`src/rtl/ext_mmc3_pkg.sv`:
```
package ext_mmc3_pkg;
  localparam int NREG = 12;
  localparam int IDXW = 4;

  typedef logic [7:0] bank_t;

  function automatic bank_t rst_val(input int i);
    if (i < 2)       return bank_t'(2 * i);
    else if (i < 6)  return bank_t'(i + 2);
    else if (i == 6) return 8'h00;
    else if (i == 7) return 8'h01;
    else if (i == 8) return 8'hFE;
    else             return 8'hFF;
  endfunction

  function automatic bank_t prg_mask(input logic [1:0] sz);
    case (sz)
      2'd0:    return 8'h3F;
      2'd1:    return 8'h1F;
      default: return 8'h0F;
    endcase
  endfunction

  function automatic bank_t chr_mask(input logic sz);
    return sz ? 8'h7F : 8'hFF;
  endfunction
endpackage

```
`src/rtl/emb_reg_file.sv`:
```
module emb_reg_file
  import ext_mmc3_pkg::*;
(
  input  logic                  clk,
  input  logic                  rst_n,
  input  logic                  sel_we,
  input  logic                  dat_we,
  input  logic                  ext_en,
  input  logic [7:0]            wd,
  output logic [IDXW-1:0]       sel_idx,
  output logic                  prg_inv,
  output logic                  chr_inv,
  output logic [NREG-1:0][7:0]  bank_q
);
  logic [IDXW-1:0]      idx_d, idx_q;
  logic                 pinv_d, pinv_q, cinv_d, cinv_q;
  logic [NREG-1:0][7:0] bank_d;
  logic [IDXW-1:0]      idx_eff;
  logic                 idx_ok;

  always_comb begin
    idx_eff = ext_en ? idx_q : {1'b0, idx_q[2:0]};
    idx_ok  = (idx_eff < IDXW'(NREG));
    idx_d   = idx_q;
    pinv_d  = pinv_q;
    cinv_d  = cinv_q;
    bank_d  = bank_q;
    if (sel_we) begin
      idx_d  = wd[3:0];
      pinv_d = wd[6];
      cinv_d = wd[7];
    end
    if (dat_we && idx_ok)
      bank_d[idx_eff] = wd;
  end

  always_ff @(posedge clk or negedge rst_n) begin
    if (!rst_n) begin
      idx_q  <= '0;
      pinv_q <= 1'b0;
      cinv_q <= 1'b0;
    end else if (sel_we) begin
      idx_q  <= idx_d;
      pinv_q <= pinv_d;
      cinv_q <= cinv_d;
    end
  end

  always_ff @(posedge clk or negedge rst_n) begin
    if (!rst_n) begin
      for (int i = 0; i < NREG; i++) bank_q[i] <= rst_val(i);
    end else if (dat_we) begin
      bank_q <= bank_d;
    end
  end

  assign sel_idx = idx_q;
  assign prg_inv = pinv_q;
  assign chr_inv = cinv_q;
endmodule

```
`src/rtl/emb_prg_map.sv`:
```
module emb_prg_map
  import ext_mmc3_pkg::*;
#(
  parameter int PRG_BW = 10
) (
  input  logic                 ext_en,
  input  logic                 prg_inv,
  input  logic [NREG-1:0][7:0] bank_q,
  input  logic [2:0]           cpu_a,
  input  logic [1:0]           prg_size,
  input  logic [PRG_BW-1:0]    prg_base,
  output logic [PRG_BW-1:0]    prg_bank
);
  localparam int PADW = PRG_BW - 8;

  bank_t             raw, alt8, msk;
  logic [PRG_BW-1:0] raw_w, msk_w;

  always_comb begin
    alt8 = ext_en ? bank_q[8] : 8'hFE;
    unique case (cpu_a[1:0])
      2'd0: raw = prg_inv ? alt8 : bank_q[6];
      2'd1: raw = bank_q[7];
      2'd2: raw = prg_inv ? bank_q[6] : alt8;
      default: raw = ext_en ? bank_q[9] : 8'hFF;
    endcase
    msk   = prg_mask(prg_size);
    raw_w = {{PADW{1'b0}}, raw};
    msk_w = {{PADW{1'b0}}, msk};
    if (!cpu_a[2])
      prg_bank = '0;
    else if (ext_en)
      prg_bank = raw_w | prg_base;
    else
      prg_bank = (raw_w & msk_w) | (prg_base & ~msk_w);
  end
endmodule

```
`src/rtl/emb_chr_map.sv`:
```
module emb_chr_map
  import ext_mmc3_pkg::*;
#(
  parameter int CHR_BW = 11
) (
  input  logic                 ext_en,
  input  logic                 chr_inv,
  input  logic [NREG-1:0][7:0] bank_q,
  input  logic [2:0]           ppu_a,
  input  logic                 chr_size,
  input  logic [CHR_BW-1:0]    chr_base,
  output logic [CHR_BW-1:0]    chr_bank
);
  localparam int PADW = CHR_BW - 8;

  logic [2:0]        slot;
  bank_t             raw, msk;
  logic [CHR_BW-1:0] raw_w, msk_w;

  always_comb begin
    slot = ppu_a ^ {chr_inv, 2'b00};
    unique case (slot)
      3'd0: raw = ext_en ? bank_q[0]  : {bank_q[0][7:1], 1'b0};
      3'd1: raw = ext_en ? bank_q[10] : {bank_q[0][7:1], 1'b1};
      3'd2: raw = ext_en ? bank_q[1]  : {bank_q[1][7:1], 1'b0};
      3'd3: raw = ext_en ? bank_q[11] : {bank_q[1][7:1], 1'b1};
      3'd4: raw = bank_q[2];
      3'd5: raw = bank_q[3];
      3'd6: raw = bank_q[4];
      default: raw = bank_q[5];
    endcase
    msk   = chr_mask(chr_size);
    raw_w = {{PADW{1'b0}}, raw};
    msk_w = {{PADW{1'b0}}, msk};
    if (ext_en)
      chr_bank = raw_w | chr_base;
    else
      chr_bank = (raw_w & msk_w) | (chr_base & ~msk_w);
  end
endmodule

```
`src/rtl/ext_mmc3_bank_map.sv`:
```
module ext_mmc3_bank_map
  import ext_mmc3_pkg::*;
#(
  parameter int PRG_BW = 10,
  parameter int CHR_BW = 11
) (
  input  logic              clk,
  input  logic              rst_n,
  input  logic              cpu_wr,
  input  logic [15:0]       cpu_wa,
  input  logic [7:0]        cpu_wd,
  input  logic              ext_en,
  input  logic [1:0]        prg_size,
  input  logic [PRG_BW-1:0] prg_base,
  input  logic              chr_size,
  input  logic [CHR_BW-1:0] chr_base,
  input  logic [2:0]        cpu_a,
  input  logic [2:0]        ppu_a,
  output logic [PRG_BW-1:0] prg_bank,
  output logic [CHR_BW-1:0] chr_bank
);
  logic [1:0]           rst_sync;
  logic                 rst_int_n;
  logic                 win_hit, sel_we, dat_we;
  logic [IDXW-1:0]      sel_idx;
  logic                 prg_inv, chr_inv;
  logic [NREG-1:0][7:0] bank_q;

  always_ff @(posedge clk or negedge rst_n) begin
    if (!rst_n) rst_sync <= 2'b00;
    else        rst_sync <= {rst_sync[0], 1'b1};
  end
  assign rst_int_n = rst_sync[1];

  assign win_hit = cpu_wr && (cpu_wa[15:13] == 3'b100);
  assign sel_we  = win_hit && !cpu_wa[0];
  assign dat_we  = win_hit &&  cpu_wa[0];

  emb_reg_file u_regs (
    .clk     (clk),
    .rst_n   (rst_int_n),
    .sel_we  (sel_we),
    .dat_we  (dat_we),
    .ext_en  (ext_en),
    .wd      (cpu_wd),
    .sel_idx (sel_idx),
    .prg_inv (prg_inv),
    .chr_inv (chr_inv),
    .bank_q  (bank_q)
  );

  emb_prg_map #(.PRG_BW(PRG_BW)) u_prg (
    .ext_en   (ext_en),
    .prg_inv  (prg_inv),
    .bank_q   (bank_q),
    .cpu_a    (cpu_a),
    .prg_size (prg_size),
    .prg_base (prg_base),
    .prg_bank (prg_bank)
  );

  emb_chr_map #(.CHR_BW(CHR_BW)) u_chr (
    .ext_en   (ext_en),
    .chr_inv  (chr_inv),
    .bank_q   (bank_q),
    .ppu_a    (ppu_a),
    .chr_size (chr_size),
    .chr_base (chr_base),
    .chr_bank (chr_bank)
  );
endmodule

```
`config.mk`:
```
export PLATFORM = sky130hd
export DESIGN_NAME = ext_mmc3_bank_map
export DESIGN_NICKNAME = d
export VERILOG_FILES = /design/src/rtl/ext_mmc3_pkg.sv /design/src/rtl/emb_reg_file.sv /design/src/rtl/emb_prg_map.sv /design/src/rtl/emb_chr_map.sv /design/src/rtl/ext_mmc3_bank_map.sv
export SDC_FILE = /design/constraint.sdc
export NUM_CORES = 1
export LEC_CHECK = 0
export ABC_AREA = 0
export BUFFER_PORTS_ARGS = -buffer_cell sky130_fd_sc_hd__buf_2
export CORE_MARGIN = 10
export CORE_UTILIZATION = 39
export CTS_CLUSTER_DIAMETER = 50
export DETAILED_ROUTE_END_ITERATION = 10
export GPL_TIMING_DRIVEN = 0
export PLACE_DENSITY = 0.68
export RECOVER_POWER = 50
export SETUP_SLACK_MARGIN = 0.02
export SLEW_MARGIN = 20
export SYNTH_ARGS = -nofsm -noshare
export SYNTH_HDL_FRONTEND = slang
export SYNTH_SLANG_ARGS = --single-unit
```
`constraint.sdc`:
```
create_clock -name clk -period 6 [get_ports clk]
set_clock_uncertainty 0.05 [all_clocks]
set_input_delay 0.3 -clock clk [delete_from_list [all_inputs] [get_ports clk]]
set_output_delay 0.3 -clock clk [all_outputs]
set_load 0.005 [all_outputs]
```
==> results of run 1 <==
-- cell families after synthesis --
family	count (synthesis)
multiplexers	123
flip-flops	104
AND/OR/NAND/NOR	103
AO/OA/AOI/OAI	70
buffers and inverters	41
XOR/XNOR	3
other	1
-- power by group through the flow --
stage	logic, uW	clock network (uW)	registers [uW]
finish	328	587	853
global route	359	627	862
CTS	330	600	853
detailed placement	328	0	863
global placement	308	0	865
floorplan	225	0	848
-- critical path, delay by kind of cell (launching register included) --
family / cells / cell delay, ns
DFF: 1 / 0.45
muxes: 1 / 0.32
xor gates and xnor gates: 1 / 0.63
AOI/OAI and AO/OA: 1 / 0.21
and+or+nand+nor: 1 / 0.10
buffers and inverters: 2 / 0.46
-- metrics by stage --
step            util  cell area (sq um)
3_5_place_dp   0.444               5920
6_report       0.466               6220
3_3_place_gp   0.441               5890
4_1_cts        0.467               6230
2_1_floorplan      -               5360
5_1_grt        0.466               6220
-- what timing repair did --
action / CTS / global route
buffers inserted: 0 / 0
hold buffers: 1 / 0
endpoints found under the hold margin: 2 / 0
-- cell usage in the layout (no fill, tap or decap), drive strengths merged, types with 4 or more instances in the layout --
master / n
mux2: 111
buf: 74
dfrtp: 63
dfstp: 41
clkbuf: 31
nor2: 22
nand2: 21
nand3: 16
o21ai: 15
a21oi: 13
nor2b: 9
inv: 9
mux2i: 8
nand2b: 8
mux4: 4
a22oi: 4
o31ai: 4
o221ai: 4
a221oi: 4
or3: 4
and3: 4
clkinv: 4
-- path summary, 6_finish.rpt --
path	end	slack [ns]	from	depth (start not counted)
hold reg to reg	rst_sync[1]	0.31	rst_sync[0]	0
setup / recovery	chr_bank[4]	3.13	u_regs.chr_inv	6
hold / removal	u_regs.bank_q[20]	0.16	cpu_wd[4]	2
setup reg to reg	u_regs.bank_q[8]	3.81	rst_sync[1]	0
min in group asynchronous	rst_sync[0]	0.21	rst_n	2
max in group asynchronous	u_regs.bank_q[8]	3.81	rst_sync[1]	0
-- cell type report --
| type | count | area, sq um |
|---|---|---|
| well taps | 176 | 220 |
| clock inverters | 5 | 56.3 |
| clock buffers | 11 | 243 |
| flip-flops and latches | 104 | 2650 |
| plain buffers | 31 | 145 |
| repair buffers | 64 | 344 |
| fillers | 1203 | 7120 |
| inverters | 10 | 37.5 |
| multi-input cells | 300 | 2520 |
-- routing by layer --
layer  track usage  up-vias  routed length (um)
li1              -     1779                   -
met1         0.183     1993                5860
met2         0.263      118                7300
met3        0.0280       23                 759
met4        0.0691        0                 345
met5             0        -                   0
-- flip-flops by register name (all words and copies together) (netlist names) --
register        cells
rst_sync            2
u_regs.prg_inv      1
u_regs.chr_inv      1
u_regs.sel_idx      4
u_regs.bank_q      96
==> summary.md, run 1 <==
| Metric | Value |
|---|---|
| HP Class | input pin to register |
| Switching Share | 0.272 |
| Final worst slack | 3.13 ns |
| CP Max Fanout | 10 |
| Mux cell area share after synthesis | 0.265 |
| Cell count after synthesis | 445 |
| Drt first pass iters | 5 |
| Total grt overflow | 0 |
| Gpl congestion | 0.858 |
| Largest stage delay on the critical path | 0.63 ns |
| Share of total power in sequential cells | 0.483 |
| Sequential-to-total area share from yosys stat | 0.495 |
| Layout cell share with drive strength beyond 1 | 0.490 |
| Hold Slack | 0.164 ns |
| Largest family of logic cells by synthesized area | multiplexers |
| Rows | 42 |
| Dpl cells | 684 |
| Status | finished with violations |
| Die span in x | 137 um |
| Leak Pwr | 0.00280 uW |
| Final-report hold violation count | 0 |
| Initial antenna violation count | 0 |
| Fin nets | 578 |
| Gate power share | 0.186 |
| Cts bufs inserted | 9 |
| Number of global-route vias before repair | 4,174 |
| CTS tree | built |
| Violated checks | max-capacitance violations, max-slew violations |
| Die area | 0.0188 sq mm |
| Max-cap violation count | 1 |
| Synth unique cells | 60 |
| Count leader, synth | mux2_2 |
| Yosys top cell by area | dfrtp_1 |
| PwrDens | 284 mW/mm^2 |
| Setup CP Type | register to output pin |
| Post-layout power | 1770 uW |
| Setup violations, final | 0 |
| Finished Layout Cells | 701 |
| Critical path's slowest cell | xnor2_2 |
| ANT cells | 0 |
| Number of synthesized flops with an enable pin | 0 |
| Clock Pin Slew Worst Setup and Hold Paths | 0.07 ns |
| First-pass GRT wire length | 22,400 um |
| Setup crit start kind | register |
| DPL Wire Length | 10,100 um |
| Largest net degree at the start of global routing | 53 |
| WP data required | 5.65 ns |
| Initial Utilization | 0.402 |
| Top cell type's share of synthesized area | 0.294 |
| Maximum achievable frequency | 349 MHz |
| Compound-cell area share of the yosys netlist | 0.0901 |
| Ys async rst share | 1.00 |
| RSZ-0062 raised after global routing | false |
| Mapped Avg Cell Area | 12.0 sq um |
| H-tree depth | 3 |
| Crit-path cells | xnor2_2 -> buf_4 -> mux4_2 -> a22oi_1 -> nand2_1 -> buf_2 |
| Crit path DAT | 2.52 ns |
| Fin crit period | 2.87 ns |
| Vias per cell | 5.58 |
| Setup_tns | 0 ns |
| Post-synthesis xor/xnor area fraction | 0.00770 |
| Core box area | 0.0133 sq mm |
| Die height | 137 um |
| Synth area leaders | dfrtp_1 (29%), mux2_2 (23%), dfstp_2 (20%) |
| Post-place setup slack | 3.29 ns |
| Syn_nets | 503 |
| Clk sink count | 104 |
| Synth Area in Adders | 0 |
| Max_slew headroom | -0.423 |
| Yosys warns | 0 |
| Cts repair resizes | 0 |
| Worst Max-Slew Pin Slew | 2.13 ns |
| Routed Antenna Nets | 0 |
| Crit path capture type | output pin |
| Ys flop type | dfrtp_1 |
| Tot GR Track Use | 0.153 |
| Fin crit share | 0.478 |
| Final Max Slew Viols | 52 |
| Io pins | 79 |
| Synth-to-layout area growth | 16.1% |
| Routed vias | 3,913 |
| Worst-Skew Late Latency | 0.35 ns |
| PortBufs | 62 |
| Clock Tree Buf Depth | 2 |
| Net switching power | 481 uW |
| Synth Area in Simple Gates | 0.107 |
| Post-Syn Area | 0.00536 sq mm |
| Total wire length | 14,300 um |
| Synth cell count leaders | mux2_2 (110), dfrtp_1 (63), dfstp_2 (41) |
| Part of the power in the clock network | 0.332 |
| Wire per inst | 20.4 um |
| Peak supply drop | 168 uV |
| Clock root buffer | clkbuf_16 |
| Synthesis-stage register bit count | 104 |
| DRC Markers | 0 |
| Int Pwr | 1290 uW |
| Initial DRC Count | 285 |
No activity file was read; power rests on OpenSTA's default activity.
==> run 2: changes to the inputs <==
ABC_AREA = 1   (was 0)
PLACE_DENSITY = 0.7   (was 0.68)
clock period = 2.5 ns   (was 6 ns; I/O delays follow)
==> run 2 against run 1 <==
Against the previous run: the flow now finishes without violations; worst hold slack got worse by 0.16 ns; highest routed layer unchanged; largest power group unchanged; cell count up 36%; sequential cell count did not move; core utilization shrank 0.48 points; largest cell class unchanged.
==> summary.md, run 2 <==
| Metric | Value |
|---|---|
| Wire per inst | 16.7 um (-18%) |
| DRC Markers | 0 (unchanged) |
| Fin crit share | 0.883 |
| Die span in x | 140 um (+2.2%) |
| Ys flop type | dfrtp_1 |
| Synth cell count leaders | nand2_1 (216), o21ai_2 (66), dfrtp_1 (63) |
| First-pass GRT wire length | 25,400 um (+14%) |
| Routed vias | 4,928 (+26%) |
| Routed Antenna Nets | 0 (unchanged) |
| Tot GR Track Use | 0.160 (+0.00695) |
| Number of global-route vias before repair | 4,766 (+14%) |
| Commonest non-fill, non-tap cells in the layout | nand2_1 (216), buf_2 (67), o21ai_2 (66) |
| Io pins | 79 (unchanged) |
| Largest net degree at the start of global routing | 54 (+1.9%) |
| Setup CP Type | register to output pin |
| Maximum achievable frequency | 453 MHz |
| Top cell type's share of synthesized area | 0.279 (-0.0147) |
| Cts bufs inserted | 9 (unchanged) |
| Max reg flops | 96 (unchanged) |
| DPL Wire Length | 11,600 um (+15%) |
| Largest Register | u_regs.bank_q |
| HP Class | input pin to register |
| Mapped Avg Cell Area | 8.18 sq um (-32%) |
| CP Max Fanout | 7 (-3) |
| RSZ-0062 raised after global routing | false |
| Initial antenna violation count | 0 (unchanged) |
| Peak supply drop | 376 uV (+120%) |
| Crit path capture type | output pin |
| Yosys top cell by area | dfrtp_1 |
| Synthesis-stage register bit count | 104 (unchanged) |
| Synth-to-layout area growth | 14.8% |
| WP data required | 2.33 ns (-3.32 ns) |
| Synth area leaders | dfrtp_1 (28%), dfstp_2 (19%), nand2_1 (14%) |
| Clk sink count | 104 (unchanged) |
| Final Max Slew Viols | 0 (-100%) |
| Number of synthesized flops with an enable pin | 0 (unchanged) |
| Cts repair resizes | 0 (unchanged) |
| Clock Pin Slew Worst Setup and Hold Paths | 0.08 ns (about the same) |
| Drt first pass iters | 8 (+3) |
| Gpl congestion | 0.957 (+12%) |
| Crit path DAT | 2.03 ns (-0.49 ns) |
| Synth unique cells | 30 (-50%) |
| Area of the multi-input gates | 0.00253 sq mm (+0.20%) |
| PortBufs | 63 (+1.6%) |
| Total grt overflow | 0 (unchanged) |
| WP buf/inv | 2 (unchanged) |
| Final worst slack | 0.292 ns (-2.84 ns) |
| FF-to-FF path depth | 1 (+1) |
| Setup crit start kind | register |
| Syn_nets | 748 (+49%) |
| Leak Pwr | 0.00308 uW (+10%) |
| Max_slew headroom | 0.264 (+0.686) |
| CP Depth | 9 (+3) |
| Count leader, synth | nand2_1 |
| Hold buffers post-CTS | 1 (unchanged) |
| ANT cells | 0 (unchanged) |
| Worst-Skew Late Latency | 0.35 ns (about the same) |
| Core box area | 0.0140 sq mm (+5.2%) |
| Final-report hold violation count | 0 (unchanged) |
| Post-Syn Area | 0.00564 sq mm (+5.3%) |
| Rows | 43 (+2.4%) |
| Die area | 0.0197 sq mm (+4.5%) |
| Worst Max-Slew Pin Slew | 1.10 ns (-1.03 ns) |
| Cell count after synthesis | 690 (+55%) |
| Clock root buffer | clkbuf_16 |
| PwrDens | 623 mW/mm^2 (+120%) |
| Ys async rst share | 1.00 (unchanged) |
| Setup_tns | 0 ns (unchanged) |
| Worst Hold Path Cells | 3 (+1) |
| Initial Utilization | 0.402 (about the same) |
| Max-cap violation count | 0 (-1) |
| Clock Tree Buf Depth | 2 (unchanged) |
| FF+latch area | 0.00266 sq mm (about the same) |
| Crit-path cells | inv_2 -> nand2_1 -> nand2_1 -> nor2_1 -> o21ai_0 -> nand3_1 -> nor2_1 -> nand3b_1 -> buf_2 |
| Largest stage delay on the critical path | 0.41 ns (-0.22 ns) |
| CTS tree | built |
| CP delay by family, top | simple AND/OR/NAND/NOR gates |
| Fin crit period | 2.21 ns |
| Layout cell share with drive strength beyond 1 | 0.287 (-0.203) |
| Post-place setup slack | 0.718 ns (-2.57 ns) |
| FILL cells | 1,371 (+14%) |
| Setup bufs post-CTS | 0 (unchanged) |
| H-tree depth | 3 (unchanged) |
| Status | finished clean |
| Critical path's slowest cell | nor2_1 |
| Fin nets | 824 (+43%) |
| Setup violations, final | 0 (unchanged) |
| Vias per cell | 5.18 (-7.2%) |
| Initial DRC Count | 502 (+76%) |
| Die height | 140 um (+2.2%) |
| Total wire length | 15,900 um (+12%) |
| Sequential-to-total area share from yosys stat | 0.470 (-0.0248) |
| Most common cell after layout, fill and taps aside | nand2_1 |
| Yosys warns | 0 (unchanged) |
## run 2: cell count changes in the layout (fill, tap and decap cells not counted), moves of 10 or more
cell / delta
nand2_4: +10
nor2_1: +34
nand2_1: +195
inv_1: +43
nand3_1: +21
mux2_2: -110
buf_6: +10
o211ai_1: +13
o21ai_2: +66
o21ai_1: +13
o21ai_0: +37
## run 2: metrics by stage
step,util,instance area [sq um],std cells,total power (uW),hold slack [ns]
after global placement,0.440,6180,933,2660,-0.140
after global routing,0.461,6480,951,4220,0.0350
final,0.461,6480,951,4040,0.00653
after CTS,0.464,6510,951,4060,0.00709
after floorplan,-,5640,690,2440,-0.221
after detailed placement,0.443,6210,934,2690,-0.139
## run 2: layout make-up
type,instances,share of cell area
flip-flops and latches,104,0.410
multi-input cells,494,0.390
repair buffers,65,0.0506
plain buffers,37,0.0388
clock buffers,9,0.0348
well taps,180,0.0348
inverters,55,0.0319
clock inverters,7,0.00927
## run 2: routing by layer
metal  GRT usage  wire length [um]  vias up
met5           0                 0        -
met4      0.0717               457        0
met3      0.0264               961       26
met2       0.248              7500      183
met1       0.213              7000     2306
li1            -                 -     2413
## run 2: kinds of logic after synthesis
logic type	Yosys count	share of synthesized area
buf+inv	92	0.0812
flops	104	0.470
simple gates	328	0.248
other cells	1	0.000665
compound gates	165	0.200
## run 2: where the power goes
part	internal (uW)	switching, uW
clock	696	683
combinational	243	453
sequential	1850	113
## run 2: final timing paths
| check | from | end | slack (ns) |
|---|---|---|---|
| setup / recovery | u_regs.chr_inv | chr_bank[0] | 0.29 |
| hold / removal | cpu_wd[2] | u_regs.bank_q[26] | 0.007 |
| setup reg to reg | rst_sync[1] | u_regs.bank_q[44] | 0.57 |
| hold reg to reg | rst_sync[0] | rst_sync[1] | 0.31 |
| max in group asynchronous | rst_sync[1] | u_regs.bank_q[44] | 0.57 |
| min in group asynchronous | rst_n | rst_sync[0] | 0.03 |
==> run 3: changes to the inputs <==
BUFFER_PORTS_ARGS = default   (was -buffer_cell sky130_fd_sc_hd__buf_2)
DONT_BUFFER_PORTS = 1   (was default)
PLACE_DENSITY = 0.65   (was 0.7)
SKIP_LAST_GASP = 1   (was default)
SYNTH_HIERARCHICAL = 1   (was default)
==> run 3 against run 2 <==
Against the previous run: critical path depth is the same; via count grew 2.6%; global-route usage grew 0.65 points; worst setup slack gained 0.070 ns; fmax grew 3.3%; clock power shrank 4%; core utilization shrank 1.3 points; register-to-register slack gained 0.19 ns; sequential cell count is the same; die area grew 0.33%.
==> summary.md, run 3 <==
| Metric | Value |
|---|---|
| Total wire length | 16,600 um (+4.3%) |
| Worst-Skew Late Latency | 0.36 ns (about the same) |
| Cts bufs inserted | 9 (unchanged) |
| Top cell type's share of synthesized area | 0.278 (-0.00105) |
| PwrDens | 650 mW/mm^2 (+4.2%) |
| Sequential-to-total area share from yosys stat | 0.469 (-0.00177) |
| Post-place setup slack | 0.739 ns (+0.0203 ns) |
| Commonest non-fill, non-tap cells in the layout | nand2_1 (402), nand3_1 (82), dfrtp_1 (62) |
| Setup violations, final | 0 (unchanged) |
| DRC Markers | 0 (unchanged) |
| Worst Hold Path Cells | 4 (+1) |
| Reg2Reg Capture Point | u_regs/bank_q[82] |
| Yosys top cell by area | dfrtp_1 |
| Maximum achievable frequency | 468 MHz (+3.3%) |
| Gpl congestion | 0.869 (-9.2%) |
| Final Cell Area | 0.00629 sq mm (-2.9%) |
| Fin nets | 882 (+7.0%) |
| Final Max Slew Viols | 0 (unchanged) |
| ANT cells | 0 (unchanged) |
| Final-report hold violation count | 0 (unchanged) |
| Layout cell share with drive strength beyond 1 | 0.121 (-0.166) |
| Max_slew headroom | 0.0259 (-0.238) |
| PortBufs | 0 (-100%) |
| CTS tree | built |
| Max reg flops | 96 (unchanged) |
| Largest net degree at the start of global routing | 57 (+5.6%) |
| Vias per cell | 5.01 (-3.3%) |
| Post-Syn Area | 0.00566 sq mm (+0.38%) |
| Crit path top cell by count | nand2_1 |
| RSZ-0062 raised after global routing | false |
| CP Max Fanout | 5 (-2) |
| DPL Wire Length | 11,800 um (+1.2%) |
| Drt first pass iters | 5 (-3) |
| Worst Max-Slew Pin Slew | 1.46 ns (+0.357 ns) |
| WP data required | 2.33 ns (about the same) |
| Wire per inst | 16.5 um (-1.7%) |
| Synth area leaders | dfrtp_1 (28%), nand2_1 (27%), dfstp_2 (19%) |
| Crit path capture type | output pin |
| Ys flop type | dfrtp_1 |
| Clock Tree Buf Depth | 2 (unchanged) |
| Largest stage delay on the critical path | 0.43 ns (+0.02 ns) |
| Routed vias | 5,054 (+2.6%) |
| Fin crit share | 0.855 (-0.0282) |
| FILL cells | 1,421 (+3.6%) |
| FF-to-FF path depth | 2 (+1) |
| Crit path launch | u_regs/chr_inv |
| Setup CP Type | register to output pin |
| Status | finished clean |
| Max-cap violation count | 0 (unchanged) |
| FF+latch area | 0.00266 sq mm (about the same) |
| Ys async rst share | 1.00 (unchanged) |
| Rows | 43 (unchanged) |
| Area of the multi-input gates | 0.00258 sq mm (+2.2%) |
| Leak Pwr | 0.00319 uW (+3.5%) |
| FF-to-FF setup slack | 0.76 ns (+0.19 ns) |
| Critical path's slowest cell | dfrtp_1 |
| Setup_tns | 0 ns (unchanged) |
| Initial DRC Count | 467 (-7.0%) |
| Number of global-route vias before repair | 4,670 (-2.0%) |
| Synth-to-layout area growth | 11.1% |
| Syn_nets | 859 (+15%) |
| Initial antenna violation count | 0 (unchanged) |
| Layout Utilization | 0.448 (-0.0135) |
| Crit path DAT | 1.96 ns (-0.07 ns) |
| CP delay by family, top | simple AND/OR/NAND/NOR gates |
| Mapped Avg Cell Area | 7.07 sq um (-14%) |
| Synth cell count leaders | nand2_1 (402), nand3_1 (82), dfrtp_1 (63) |
| Hold path endpoint | u_regs/bank_q[71] |
| Most common cell after layout, fill and taps aside | nand2_1 |
| Clock Pin Slew Worst Setup and Hold Paths | 0.07 ns (about the same) |
| Initial Utilization | 0.403 (+0.00151) |
| Final worst slack | 0.362 ns (+0.0705 ns) |
| Tot GR Track Use | 0.167 (+0.00653) |
| Clk sink count | 104 (unchanged) |
| Clock root buffer | clkbuf_16 |
| Setup crit start kind | register |
| Post-layout power | 4090 uW (+1.2%) |
| Area post-placement | 0.00595 sq mm (-4.3%) |
| Hold Crit Start | ext_en |
| CP Depth | 9 (unchanged) |
| H-tree depth | 3 (unchanged) |
| Number of synthesized flops with an enable pin | 0 (unchanged) |
| R2r startpoint | rst_sync[1] |
| Total grt overflow | 0 (unchanged) |
| Die span in x | 141 um (+0.16%) |
| Largest Register | u_regs/bank_q |
| Synth unique cells | 31 (+3.3%) |
| Crit-path cells | inv_1 -> nand2_1 -> nand2_2 -> nand2_1 -> inv_2 -> nand2_1 -> o21ai_1 -> nor2_1 -> nand3b_1 |
| Synthesis-stage register bit count | 104 (unchanged) |
| Cell count after synthesis | 801 (+16%) |
| Die height | 141 um (+0.16%) |
| Setup bufs post-CTS | 0 (unchanged) |
| Routed Antenna Nets | 0 (unchanged) |
| Fin crit period | 2.14 ns (-0.0705 ns) |
| Die area | 0.0197 sq mm (+0.33%) |
| Peak supply drop | 367 uV (-2.3%) |
| WP buf/inv | 2 (unchanged) |
| Core box area | 0.0140 sq mm (unchanged) |
| Io pins | 79 (unchanged) |
| HP Class | input pin to register |
| First-pass GRT wire length | 26,100 um (+3.0%) |
| Count leader, synth | nand2_1 |
| Yosys warns | 6 (+6) |
[run 3: cell types whose count changed after synthesis, moves of 7 or more]
| cell | delta |
|---|---|
| buf_4 | +7 |
| buf_6 | -7 |
| nand2_1 | +186 |
| nand2_4 | -9 |
| nand3_1 | +46 |
| o211ai_1 | -14 |
| o21ai_0 | -29 |
| o21ai_1 | -8 |
| o21ai_2 | -66 |
[run 3: kinds of logic (layout without fill, tap and decap cells)]
family          Yosys count  in the layout  share of synthesized area
simple gates            556            556                      0.406
flops                   104            104                      0.469
buf+inv                  91            119                     0.0753
compound gates           45             45                     0.0413
mux                       4              4                    0.00773
other cells               1              1                   0.000662
[run 3: worst max-delay path by stage]
stage / end / slack (ns)
floorplan: u_regs/bank_q[0] / 0.74
global placement: u_regs/bank_q[2] / 0.07
detailed placement: u_regs/bank_q[45] / 0.74
CTS: chr_bank[3] / 0.39
global route: chr_bank[3] / 0.27
finish: chr_bank[3] / 0.36
[run 3: timing repair]
action	4_1_cts	5_1_grt
hold buffers	10	0
setup endpoints to repair	0	0
gates resized for setup	0	0
hold endpoints to repair	24	0
[run 3: routing by layer]
| layer | GRT usage | up-vias | part of all wire |
|---|---|---|---|
| met1 | 0.225 | 2354 | 0.45 |
| met2 | 0.252 | 153 | 0.46 |
| met3 | 0.0439 | 20 | 0.074 |
| li1 | - | 2527 | - |
| met5 | 0 | - | 0 |
| met4 | 0.0527 | 0 | 0.017 |
[run 3: cell type report]
class                           count  area share
Timing Repair Buffer               12      0.0211
Multi-Input combinational cell    606       0.411
Inverter                           61      0.0372
Sequential cell                   104       0.422
Clock buffer                       12      0.0392
Clock inverter                      4     0.00358
Buffer                             30      0.0300
Tap cell                          180      0.0358
[run 3: metrics by stage]
step	instances	hold WS, ns
floorplan	801	-0.221
global placement	981	-0.220
detailed placement	983	-0.220
CTS	1009	0.0834
global route	1009	0.133
finish	1009	0.0972
[run 3: worst reg2reg max path: cells and delay by family (launching register included)]
kind     cells  cell delay, ns
buf+inv      2            1.40
flops        1            0.39
[run 3: where the power goes]
| group | switching, uW | total (uW) | internal (uW) |
|---|---|---|---|
| registers | 116 | 2010 | 1900 |
| clock network | 629 | 1330 | 699 |
| logic | 493 | 743 | 251 |
